### src/rtl/cmt_pkg.sv
package cmt_pkg;

   localparam int A_CTRL = 0;
   localparam int A_MODE = 1;
   localparam int A_PINC = 2;
   localparam int A_IEN  = 3;
   localparam int A_STAT = 4;
   localparam int A_CNTH = 6;
   localparam int A_CNTL = 7;
   localparam int A_CMPH = 8;
   localparam int A_CMPL = 9;

   localparam logic [2:0] CLR_ON_CMP = 3'd1;

   typedef enum logic [1:0] {
      EDGE_RISE = 2'd0,
      EDGE_FALL = 2'd1,
      EDGE_BOTH = 2'd2,
      EDGE_ALT  = 2'd3
   } edge_e;

   typedef enum logic [1:0] {
      ACT_KEEP = 2'd0,
      ACT_CLR  = 2'd1,
      ACT_SET  = 2'd2,
      ACT_TGL  = 2'd3
   } pin_act_e;

   function automatic logic code_valid(input logic [3:0] code);
      return !code[3] && (code[1:0] != 2'd0);
   endfunction

   function automatic pin_act_e pin_act(input logic [3:0] code);
      if (!code_valid(code)) return ACT_KEEP;
      return pin_act_e'(code[1:0]);
   endfunction

endpackage

### src/rtl/cmt_prescale.sv
module cmt_prescale #(
   parameter int NUM_DIV = 4
) (
   input  logic       clk,
   input  logic       rst_n,
   input  logic       run,
   input  logic [1:0] div_sel,
   input  logic [1:0] edge_sel,
   output logic       tick
);
   import cmt_pkg::*;

   localparam int PSC_W = 2 * (NUM_DIV - 1);

   initial begin
      assert (NUM_DIV >= 2 && NUM_DIV <= 4)
         else $error("cmt_prescale: NUM_DIV out of range");
   end

   logic [PSC_W-1:0]   psc_q;
   logic [NUM_DIV-1:0] rise_v;
   logic [NUM_DIV-1:0] fall_v;
   logic [1:0]         sel_idx;
   logic               rise_hit;
   logic               fall_hit;

   always_ff @(posedge clk or negedge rst_n) begin
      if (!rst_n)      psc_q <= '0;
      else if (!run)   psc_q <= '0;
      else             psc_q <= psc_q + PSC_W'(1);
   end

   for (genvar g = 0; g < NUM_DIV; g++) begin : g_div
      localparam logic [PSC_W-1:0] MASK = PSC_W'((64'd1 << (2 * g)) - 64'd1);
      localparam logic [PSC_W-1:0] HALF = MASK >> 1;
      assign rise_v[g] = ((psc_q & MASK) == MASK);
      assign fall_v[g] = ((psc_q & MASK) == HALF);
   end

   assign sel_idx  = (int'(div_sel) >= NUM_DIV) ? 2'(NUM_DIV - 1) : div_sel;
   assign rise_hit = rise_v[sel_idx];
   assign fall_hit = fall_v[sel_idx];

   always_comb begin
      unique case (edge_e'(edge_sel))
         EDGE_RISE: tick = run && rise_hit;
         EDGE_FALL: tick = run && fall_hit;
         default:   tick = run && (rise_hit || fall_hit);
      endcase
   end

   // with a divider above 1 and rising edge, ticks never come back to back
   p_rise_spacing_r3: assert property (@(posedge clk) disable iff (!rst_n)
      (tick && sel_idx != 2'd0 && edge_sel == 2'd0)
      |=> (!tick || sel_idx != $past(sel_idx) || edge_sel != $past(edge_sel)));

   // after stopping, the phase restarts so no tick can be pending
   p_stop_resets_r4: assert property (@(posedge clk) disable iff (!rst_n)
      (!run) |=> (psc_q == '0));

endmodule

### src/rtl/cmt_counter.sv
module cmt_counter #(
   parameter int CNT_W = 16
) (
   input  logic             clk,
   input  logic             rst_n,
   input  logic             tick,
   input  logic             clr_on_cmp,
   input  logic [CNT_W-1:0] cmp_val,
   input  logic             wr_hi,
   input  logic             wr_lo,
   input  logic [7:0]       wbyte,
   output logic [CNT_W-1:0] cnt,
   output logic             match
);
   localparam int HI_W = CNT_W - 8;

   logic [CNT_W-1:0] cnt_q;
   logic [CNT_W-1:0] cnt_nxt;
   logic             bus_wr;

   assign bus_wr  = wr_hi || wr_lo;
   assign cnt_nxt = (clr_on_cmp && cnt_q == cmp_val) ? '0 : cnt_q + CNT_W'(1);
   assign match   = tick && !bus_wr && (cnt_nxt == cmp_val);
   assign cnt     = cnt_q;

   always_ff @(posedge clk or negedge rst_n) begin
      if (!rst_n) begin
         cnt_q <= '0;
      end else if (bus_wr) begin
         if (wr_hi) cnt_q[CNT_W-1:8] <= wbyte[HI_W-1:0];
         if (wr_lo) cnt_q[7:0]       <= wbyte;
      end else if (tick) begin
         cnt_q <= cnt_nxt;
      end
   end

   // clear-on-compare returns the counter to zero on the next tick
   p_clear_on_cmp_r5: assert property (@(posedge clk) disable iff (!rst_n)
      (tick && !bus_wr && clr_on_cmp && cnt_q == cmp_val) |=> (cnt_q == '0));

   // without a tick or a write the counter is frozen
   p_hold_idle_r2: assert property (@(posedge clk) disable iff (!rst_n)
      (!tick && !bus_wr) |=> $stable(cnt_q));

   // a low-byte write wins over counting
   p_wr_override_r10: assert property (@(posedge clk) disable iff (!rst_n)
      (wr_lo) |=> (cnt_q[7:0] == $past(wbyte)));

endmodule

### src/rtl/cmt_status.sv
module cmt_status (
   input  logic clk,
   input  logic rst_n,
   input  logic set,
   input  logic rd_stat,
   input  logic wr_stat,
   input  logic wbit,
   output logic flag
);
   logic flag_q;
   logic armed_q;

   always_ff @(posedge clk or negedge rst_n) begin
      if (!rst_n)                  armed_q <= 1'b0;
      else if (wr_stat)            armed_q <= 1'b0;
      else if (rd_stat && flag_q)  armed_q <= 1'b1;
   end

   always_ff @(posedge clk or negedge rst_n) begin
      if (!rst_n)                              flag_q <= 1'b0;
      else if (set)                            flag_q <= 1'b1;
      else if (wr_stat && armed_q && !wbit)    flag_q <= 1'b0;
   end

   assign flag = flag_q;

   // a match always leaves the flag set
   p_set_on_match_r6: assert property (@(posedge clk) disable iff (!rst_n)
      set |=> flag_q);

   // writing one never clears the flag
   p_write_one_keeps_r7: assert property (@(posedge clk) disable iff (!rst_n)
      (flag_q && wr_stat && wbit) |=> flag_q);

   // without a prior read the flag survives any write
   p_unread_keeps_r7: assert property (@(posedge clk) disable iff (!rst_n)
      (flag_q && !armed_q) |=> flag_q);

endmodule

### src/rtl/cmt_pin.sv
module cmt_pin (
   input  logic       clk,
   input  logic       rst_n,
   input  logic       ioc_wr,
   input  logic [3:0] ioc_new,
   input  logic [3:0] ioc_cur,
   input  logic       match,
   output logic       pin
);
   import cmt_pkg::*;

   logic pin_q;

   always_ff @(posedge clk or negedge rst_n) begin
      if (!rst_n) begin
         pin_q <= 1'b0;
      end else if (ioc_wr) begin
         if (code_valid(ioc_new)) pin_q <= ioc_new[2];
      end else if (match) begin
         unique case (pin_act(ioc_cur))
            ACT_CLR: pin_q <= 1'b0;
            ACT_SET: pin_q <= 1'b1;
            ACT_TGL: pin_q <= ~pin_q;
            default: pin_q <= pin_q;
         endcase
      end
   end

   assign pin = pin_q;

   // a toggle code flips the pin on every match
   p_toggle_r9: assert property (@(posedge clk) disable iff (!rst_n)
      (match && !ioc_wr && pin_act(ioc_cur) == ACT_TGL) |=> (pin_q != $past(pin_q)));

   // without a match or a code write the pin is retained
   p_retain_r9: assert property (@(posedge clk) disable iff (!rst_n)
      (!match && !ioc_wr) |=> $stable(pin_q));

endmodule

### src/rtl/cmt_channel.sv
module cmt_channel #(
   parameter int CNT_W   = 16,
   parameter int NUM_CH  = 4,
   parameter int CH_IDX  = 0,
   parameter int ADDR_W  = 4,
   parameter int NUM_DIV = 4
) (
   input  logic              clk,
   input  logic              rst_n,
   input  logic              bus_sel,
   input  logic              bus_wr,
   input  logic              bus_rd,
   input  logic [ADDR_W-1:0] bus_addr,
   input  logic [7:0]        bus_wdata,
   output logic [7:0]        bus_rdata,
   input  logic [NUM_CH-1:0] run_vec,
   output logic              cmp_pin,
   output logic              irq
);
   import cmt_pkg::*;

   initial begin
      assert (CH_IDX >= 0 && CH_IDX < NUM_CH)
         else $error("cmt_channel: CH_IDX outside run_vec");
      assert (CNT_W == 16)
         else $error("cmt_channel: register map assumes a 16-bit counter");
      assert (ADDR_W >= 4)
         else $error("cmt_channel: ADDR_W too small for the map");
   end

   logic [7:0]       ctrl_q, mode_q, pinc_q, ien_q;
   logic [CNT_W-1:0] cmp_q;
   logic [CNT_W-1:0] cnt_val;
   logic             we, re, run, tick, match, flag;
   logic             cnt_wr_hi, cnt_wr_lo, stat_wr, stat_rd, pinc_wr;
   logic             unused_run;

   assign we         = bus_sel && bus_wr;
   assign re         = bus_sel && bus_rd;
   assign run        = run_vec[CH_IDX];
   assign unused_run = ^run_vec;

   assign cnt_wr_hi = we && (bus_addr == ADDR_W'(A_CNTH));
   assign cnt_wr_lo = we && (bus_addr == ADDR_W'(A_CNTL));
   assign stat_wr   = we && (bus_addr == ADDR_W'(A_STAT));
   assign stat_rd   = re && (bus_addr == ADDR_W'(A_STAT));
   assign pinc_wr   = we && (bus_addr == ADDR_W'(A_PINC));

   always_ff @(posedge clk or negedge rst_n) begin
      if (!rst_n) begin
         ctrl_q <= '0;
         mode_q <= '0;
         pinc_q <= '0;
         ien_q  <= '0;
         cmp_q  <= '0;
      end else if (we) begin
         case (bus_addr)
            ADDR_W'(A_CTRL): ctrl_q <= bus_wdata;
            ADDR_W'(A_MODE): mode_q <= bus_wdata;
            ADDR_W'(A_PINC): pinc_q <= bus_wdata;
            ADDR_W'(A_IEN):  ien_q  <= bus_wdata;
            ADDR_W'(A_CMPH): cmp_q[CNT_W-1:8] <= bus_wdata;
            ADDR_W'(A_CMPL): cmp_q[7:0]       <= bus_wdata;
            default: ;
         endcase
      end
   end

   cmt_prescale #(.NUM_DIV(NUM_DIV)) i_psc (
      .clk      (clk),
      .rst_n    (rst_n),
      .run      (run),
      .div_sel  (ctrl_q[1:0]),
      .edge_sel (ctrl_q[4:3]),
      .tick     (tick)
   );

   cmt_counter #(.CNT_W(CNT_W)) i_cnt (
      .clk        (clk),
      .rst_n      (rst_n),
      .tick       (tick),
      .clr_on_cmp (ctrl_q[7:5] == CLR_ON_CMP),
      .cmp_val    (cmp_q),
      .wr_hi      (cnt_wr_hi),
      .wr_lo      (cnt_wr_lo),
      .wbyte      (bus_wdata),
      .cnt        (cnt_val),
      .match      (match)
   );

   cmt_status i_stat (
      .clk     (clk),
      .rst_n   (rst_n),
      .set     (match),
      .rd_stat (stat_rd),
      .wr_stat (stat_wr),
      .wbit    (bus_wdata[0]),
      .flag    (flag)
   );

   cmt_pin i_pin (
      .clk     (clk),
      .rst_n   (rst_n),
      .ioc_wr  (pinc_wr),
      .ioc_new (bus_wdata[3:0]),
      .ioc_cur (pinc_q[3:0]),
      .match   (match),
      .pin     (cmp_pin)
   );

   assign irq = flag && ien_q[0];

   always_comb begin
      case (bus_addr)
         ADDR_W'(A_CTRL): bus_rdata = ctrl_q;
         ADDR_W'(A_MODE): bus_rdata = mode_q;
         ADDR_W'(A_PINC): bus_rdata = pinc_q;
         ADDR_W'(A_IEN):  bus_rdata = ien_q;
         ADDR_W'(A_STAT): bus_rdata = {7'b0, flag};
         ADDR_W'(A_CNTH): bus_rdata = cnt_val[CNT_W-1:8];
         ADDR_W'(A_CNTL): bus_rdata = cnt_val[7:0];
         ADDR_W'(A_CMPH): bus_rdata = cmp_q[CNT_W-1:8];
         ADDR_W'(A_CMPL): bus_rdata = cmp_q[7:0];
         default:         bus_rdata = 8'h00;
      endcase
   end

   // a cleared run bit freezes the counter at the port level
   p_run_gate_r2: assert property (@(posedge clk) disable iff (!rst_n)
      (!run && !cnt_wr_hi && !cnt_wr_lo) |=> $stable(cnt_val));

   // the interrupt never rises without its enable bit
   p_irq_enable_r8: assert property (@(posedge clk) disable iff (!rst_n)
      $rose(irq) |-> ien_q[0]);

endmodule

### config.mk
export PLATFORM = sky130hd
export DESIGN_NAME = cmt_channel
export DESIGN_NICKNAME = d
export VERILOG_FILES = /design/src/rtl/cmt_pkg.sv /design/src/rtl/cmt_prescale.sv /design/src/rtl/cmt_counter.sv /design/src/rtl/cmt_status.sv /design/src/rtl/cmt_pin.sv /design/src/rtl/cmt_channel.sv
export SDC_FILE = /design/constraint.sdc
export NUM_CORES = 1
export LEC_CHECK = 0
export BUFFER_PORTS_ARGS = -buffer_cell sky130_fd_sc_hd__buf_2
export CORE_ASPECT_RATIO = 1.2
export CORE_MARGIN = 3
export CORE_UTILIZATION = 43
export CTS_CLUSTER_SIZE = 25
export DETAILED_ROUTE_END_ITERATION = 8
export GPL_TIMING_DRIVEN = 0
export MAX_ROUTING_LAYER = met4
export PLACE_DENSITY = 0.61
export SLEW_MARGIN = 20
export SYNTH_ARGS = -nofsm -noshare
export SYNTH_HDL_FRONTEND = slang
export SYNTH_SLANG_ARGS = --single-unit
export TNS_END_PERCENT = 50
### constraint.sdc
create_clock -name clk -period 3.1 [get_ports clk]
set_clock_uncertainty 0.15 [all_clocks]
set_input_delay 0.62 -clock clk [delete_from_list [all_inputs] [get_ports clk]]
set_output_delay 0.62 -clock clk [all_outputs]
set_load 0.03 [all_outputs]
==> impl_metrics.csv <==
group,metric,value,unit
detailed_routing,ant_nets,0,
grt,grt_overflow,0,
worst_setup_path,crit_start,"i_cnt.cnt[7]",
pwr,leakage,0.00235,uW
place,port-buffer-count,23,
worst_setup_path,critPathCapture,"i_pin.pin",
pwr,p_int,2570,uW
finish,final_cell_mix,"67 x dfrtp_1, 49 x mux2_2, 36 x nor2_1",
sta,rsz0062_at_grt,"true",
pwr,swShare,36.9,%
floorplan,start_util,44.2,%
detailed_routing,dr.pass1.iters,5,
detailed_routing,first_iter_violations,371,
finish,drive_above_1_share,27.8,%
clocking,insertion_delay,0.34,ns
pwr,p_seq_share,35.3,%
grt,grtUsageTotal,26.1,%
sta,worst_pin_slew,0.791,ns
worst_setup_path,rr_endpoint,"i_pin.pin",
finish,final_common_cell,"dfrtp_1",
detailed_routing,routed_via_density,6.28,
pwr,p_comb_share,36.1,%
clocking,root_buffer,"clkbuf_16",
place,dpl_cell_area,5000,um2
detailed_routing,vias,4131,
detailed_routing,drt-wirelength-per-cell,22.3,um
yosys,ys_ff_latch,73,
sta,setup_viol,1,
floorplan,die_h,120,um
status,outcome,"finished, violations left",
pwr,peakVddDrop,349,uV
yosys,ys_warn_count,0,
sta,hold_slack,0.0931,ns
yosys,synth_area_leaders,"dfrtp_1 39%, mux2_2 12%, xor2_1 3.2%, o21ai_0 3.1%, nor2_1 3.0%",
sta,clock.fmax,321,MHz
place,dp_slack,-0.547,ns
sta,fin_crit,3.12,ns
finish,diodes,0,
worst_setup_path,worst-endpoint-required,3.17,ns
detailed_routing,route.detailed.drc,0,
finish,nNetsFinal,550,
grt,antenna_found_initial,0,
grt,grt_pass1_wl,23.1,mm
worst_setup_path,end_kind,"flip-flop",
yosys,synth_flop_cell,"dfrtp_1",
min_path,hp-class,"in -> async",
clocking,htreeDepth,3,
clocking,cts_buffers,9,
floorplan,die_x,101,um
sta,slew_viol_final,0,
place,gp_congestion,0.952,
sta,min_period_over_period,101,%
pwr,clkPwrFrac,28.6,%
yosys,ys_types,65,
detailed_routing,finalWirelength,14.7,mm
floorplan,dieArea,12100,um2
grt,grt_pass1_vias,4067,
yosys,synth_edf_count,0,
worst_setup_path,r2r_setup_slack,-0.02,ns
clocking,cts.sinks,73,
yosys,yosysTopAreaCellShare,39.2,%
yosys,synth_top_area_cell,"dfrtp_1",
pwr,p_sw,1500,uW
worst_setup_path,r2r_start,"i_cnt.cnt[7]",
pwr,power.density,738,nW/um2
finish,area_delta_synth_final,18.2,%
floorplan,core,10600,um2
yosys,yosysSeqAreaShare,39.2,%
clocking,cts_tree,"yes",
run,max_cap_violations,0,
sta,relSlewSlack,46.8,%
worst_setup_path,crit_path_top_delay_cell,"or4b_4",
worst_setup_path,crit_chain,"buf_6 -> xor2_1 -> nor4_2 -> o2111ai_2 -> or4b_1 -> o211ai_1 -> or4b_4 -> nor4_4 -> and4b_1 -> a211oi_2",
sta,setup_slack,-0.0187,ns
status,violations,"negative setup slack",
clocking,clk_path_buf_depth,2,
clocking,path_clk_slew,0.06,ns
worst_setup_path,cp_data_arrival_time,3.19,ns
floorplan,ios,31,
worst_setup_path,cp_max_fo,8,
grt,grt_start_max_net_pins,38,
yosys,syn_area_per_cell,9.66,um2
worst_setup_path,cp_slowest_stage_delay,0.51,ns
worst_setup_path,start_kind,"flip-flop",
yosys,syn_inst,483,
worst_setup_path,critPathKind,"reg -> reg",
finish,fin_area,5510,um2
sta,hold_viol,0,
worst_setup_path,r2r_cells,10,
place,place_hpwl,10.5,mm
yosys,syn-cell-area,4670,um2
yosys,synthArstFlopShare,100,%
floorplan,rows,41,
yosys,syn-num-nets,509,
finish,num-fill-cells,970,
-- critical path: cells and delay by family (launching register included) --
family,cells,cell delay [ns]
AND/OR/NAND/NOR,5,1.85
AO/OA/AOI/OAI,3,0.32
XOR/XNOR,1,0.17
flip-flops,1,0.37
buffers and inverters,1,0.14
-- state kept, by name, indices dropped and copies added (netlist names) --
name            flops
i_pin.pin           1
pinc_q              8
mode_q              8
i_stat.flag         1
i_stat.armed_q      1
cmp_q              16
ctrl_q              8
ien_q               8
i_cnt.cnt          16
i_psc.psc_q         6
-- how the worst min path moves through the flow --
| stage | to |
|---|---|
| 6_report | i_cnt.cnt[5] |
| 5_1_grt | i_cnt.cnt[5] |
| 4_1_cts | i_cnt.cnt[6] |
| 3_5_place_dp | i_psc.psc_q[0] |
| 3_3_place_gp | i_psc.psc_q[0] |
| 2_1_floorplan | cmp_q[0] |
-- cell usage after synthesis (3+ instances only) --
cell      count
nor4_1        9
or3_1         3
and3_1        6
and2_1       10
nor3b_1       3
buf_2         7
a221oi_1     11
o21ai_0      29
o22ai_1       3
nand4_1       5
xor2_1       17
ha_1          5
nand2_1      29
a22o_1        6
mux2i_1      12
nand2b_1      8
nor4b_1       3
clkbuf_1     21
xnor2_1      15
nand3_1      20
o211ai_1      4
a21oi_1      26
nor2b_1       5
o31ai_1       3
mux2_2       49
nor2_1       37
dfrtp_1      73
a22oi_1       4
o21a_1        3
nor3_1        3
inv_1         9
-- power by group through the flow --
| stage | Clock, uW | Sequential [uW] | Combinational, uW |
|---|---|---|---|
| after floorplan | 0 | 1330 | 980 |
| after global placement | 0 | 1430 | 1260 |
| after detailed placement | 0 | 1430 | 1290 |
| after CTS | 1190 | 1430 | 1420 |
| final | 1160 | 1430 | 1470 |
| after global routing | 1220 | 1460 | 1600 |
-- per-stage QoR --
step	total power (uW)	setup TNS (ns)	instances	util, %
finish	4070	-0.0187	658	52.2
global route	4280	-0.210	658	52.2
CTS	4030	-0.122	657	51.7
detailed placement	2720	-2.68	638	47.3
global placement	2690	-13.47	635	46.8
floorplan	2310	0	483	-
-- logic make-up (layout without fill, tap and decap cells) --
logic type                 Yosys count  count (layout)  share of synthesized area [%]
buffers and inverters               41              87                           3.81
xor gates and xnor gates            32              32                           6.01
muxes                               61              61                           14.4
adders and majority gates            5               5                           1.34
and+or+nand+nor                    161             161                           19.4
AOI/OAI and AO/OA                  110             110                           15.9
DFF                                 73              73                           39.2
-- per-layer routing --
metal | track usage [%] | up-vias | share of wire (%)
li1 | - | 1870 | -
met1 | 33.8 | 2051 | 42
met2 | 40.3 | 170 | 49
met3 | 3.78 | 40 | 5.1
met4 | 11.6 | 0 | 3.4
met5 | - | - | 0
-- layout make-up --
class | instances | area [um2] | share of cell area [%]
Clock inverter | 4 | 73.8 | 1.34
Timing Repair Buffer | 32 | 198 | 3.59
Multi-Input combinational cell | 369 | 2790 | 50.6
Inverter | 9 | 33.8 | 0.613
Buffer | 30 | 166 | 3.02
Clock buffer | 12 | 256 | 4.65
Sequential cell | 73 | 1830 | 33.3
Tap cell | 129 | 161 | 2.93
-- what timing repair did --
action                     CTS  global route
pin swaps                    7             4
gates resized for setup     26            14
hold buffers                 0             0
setup endpoints to repair   14            18
setup buffers                5             1
Note: power is estimated with default switching activity, not from simulation.
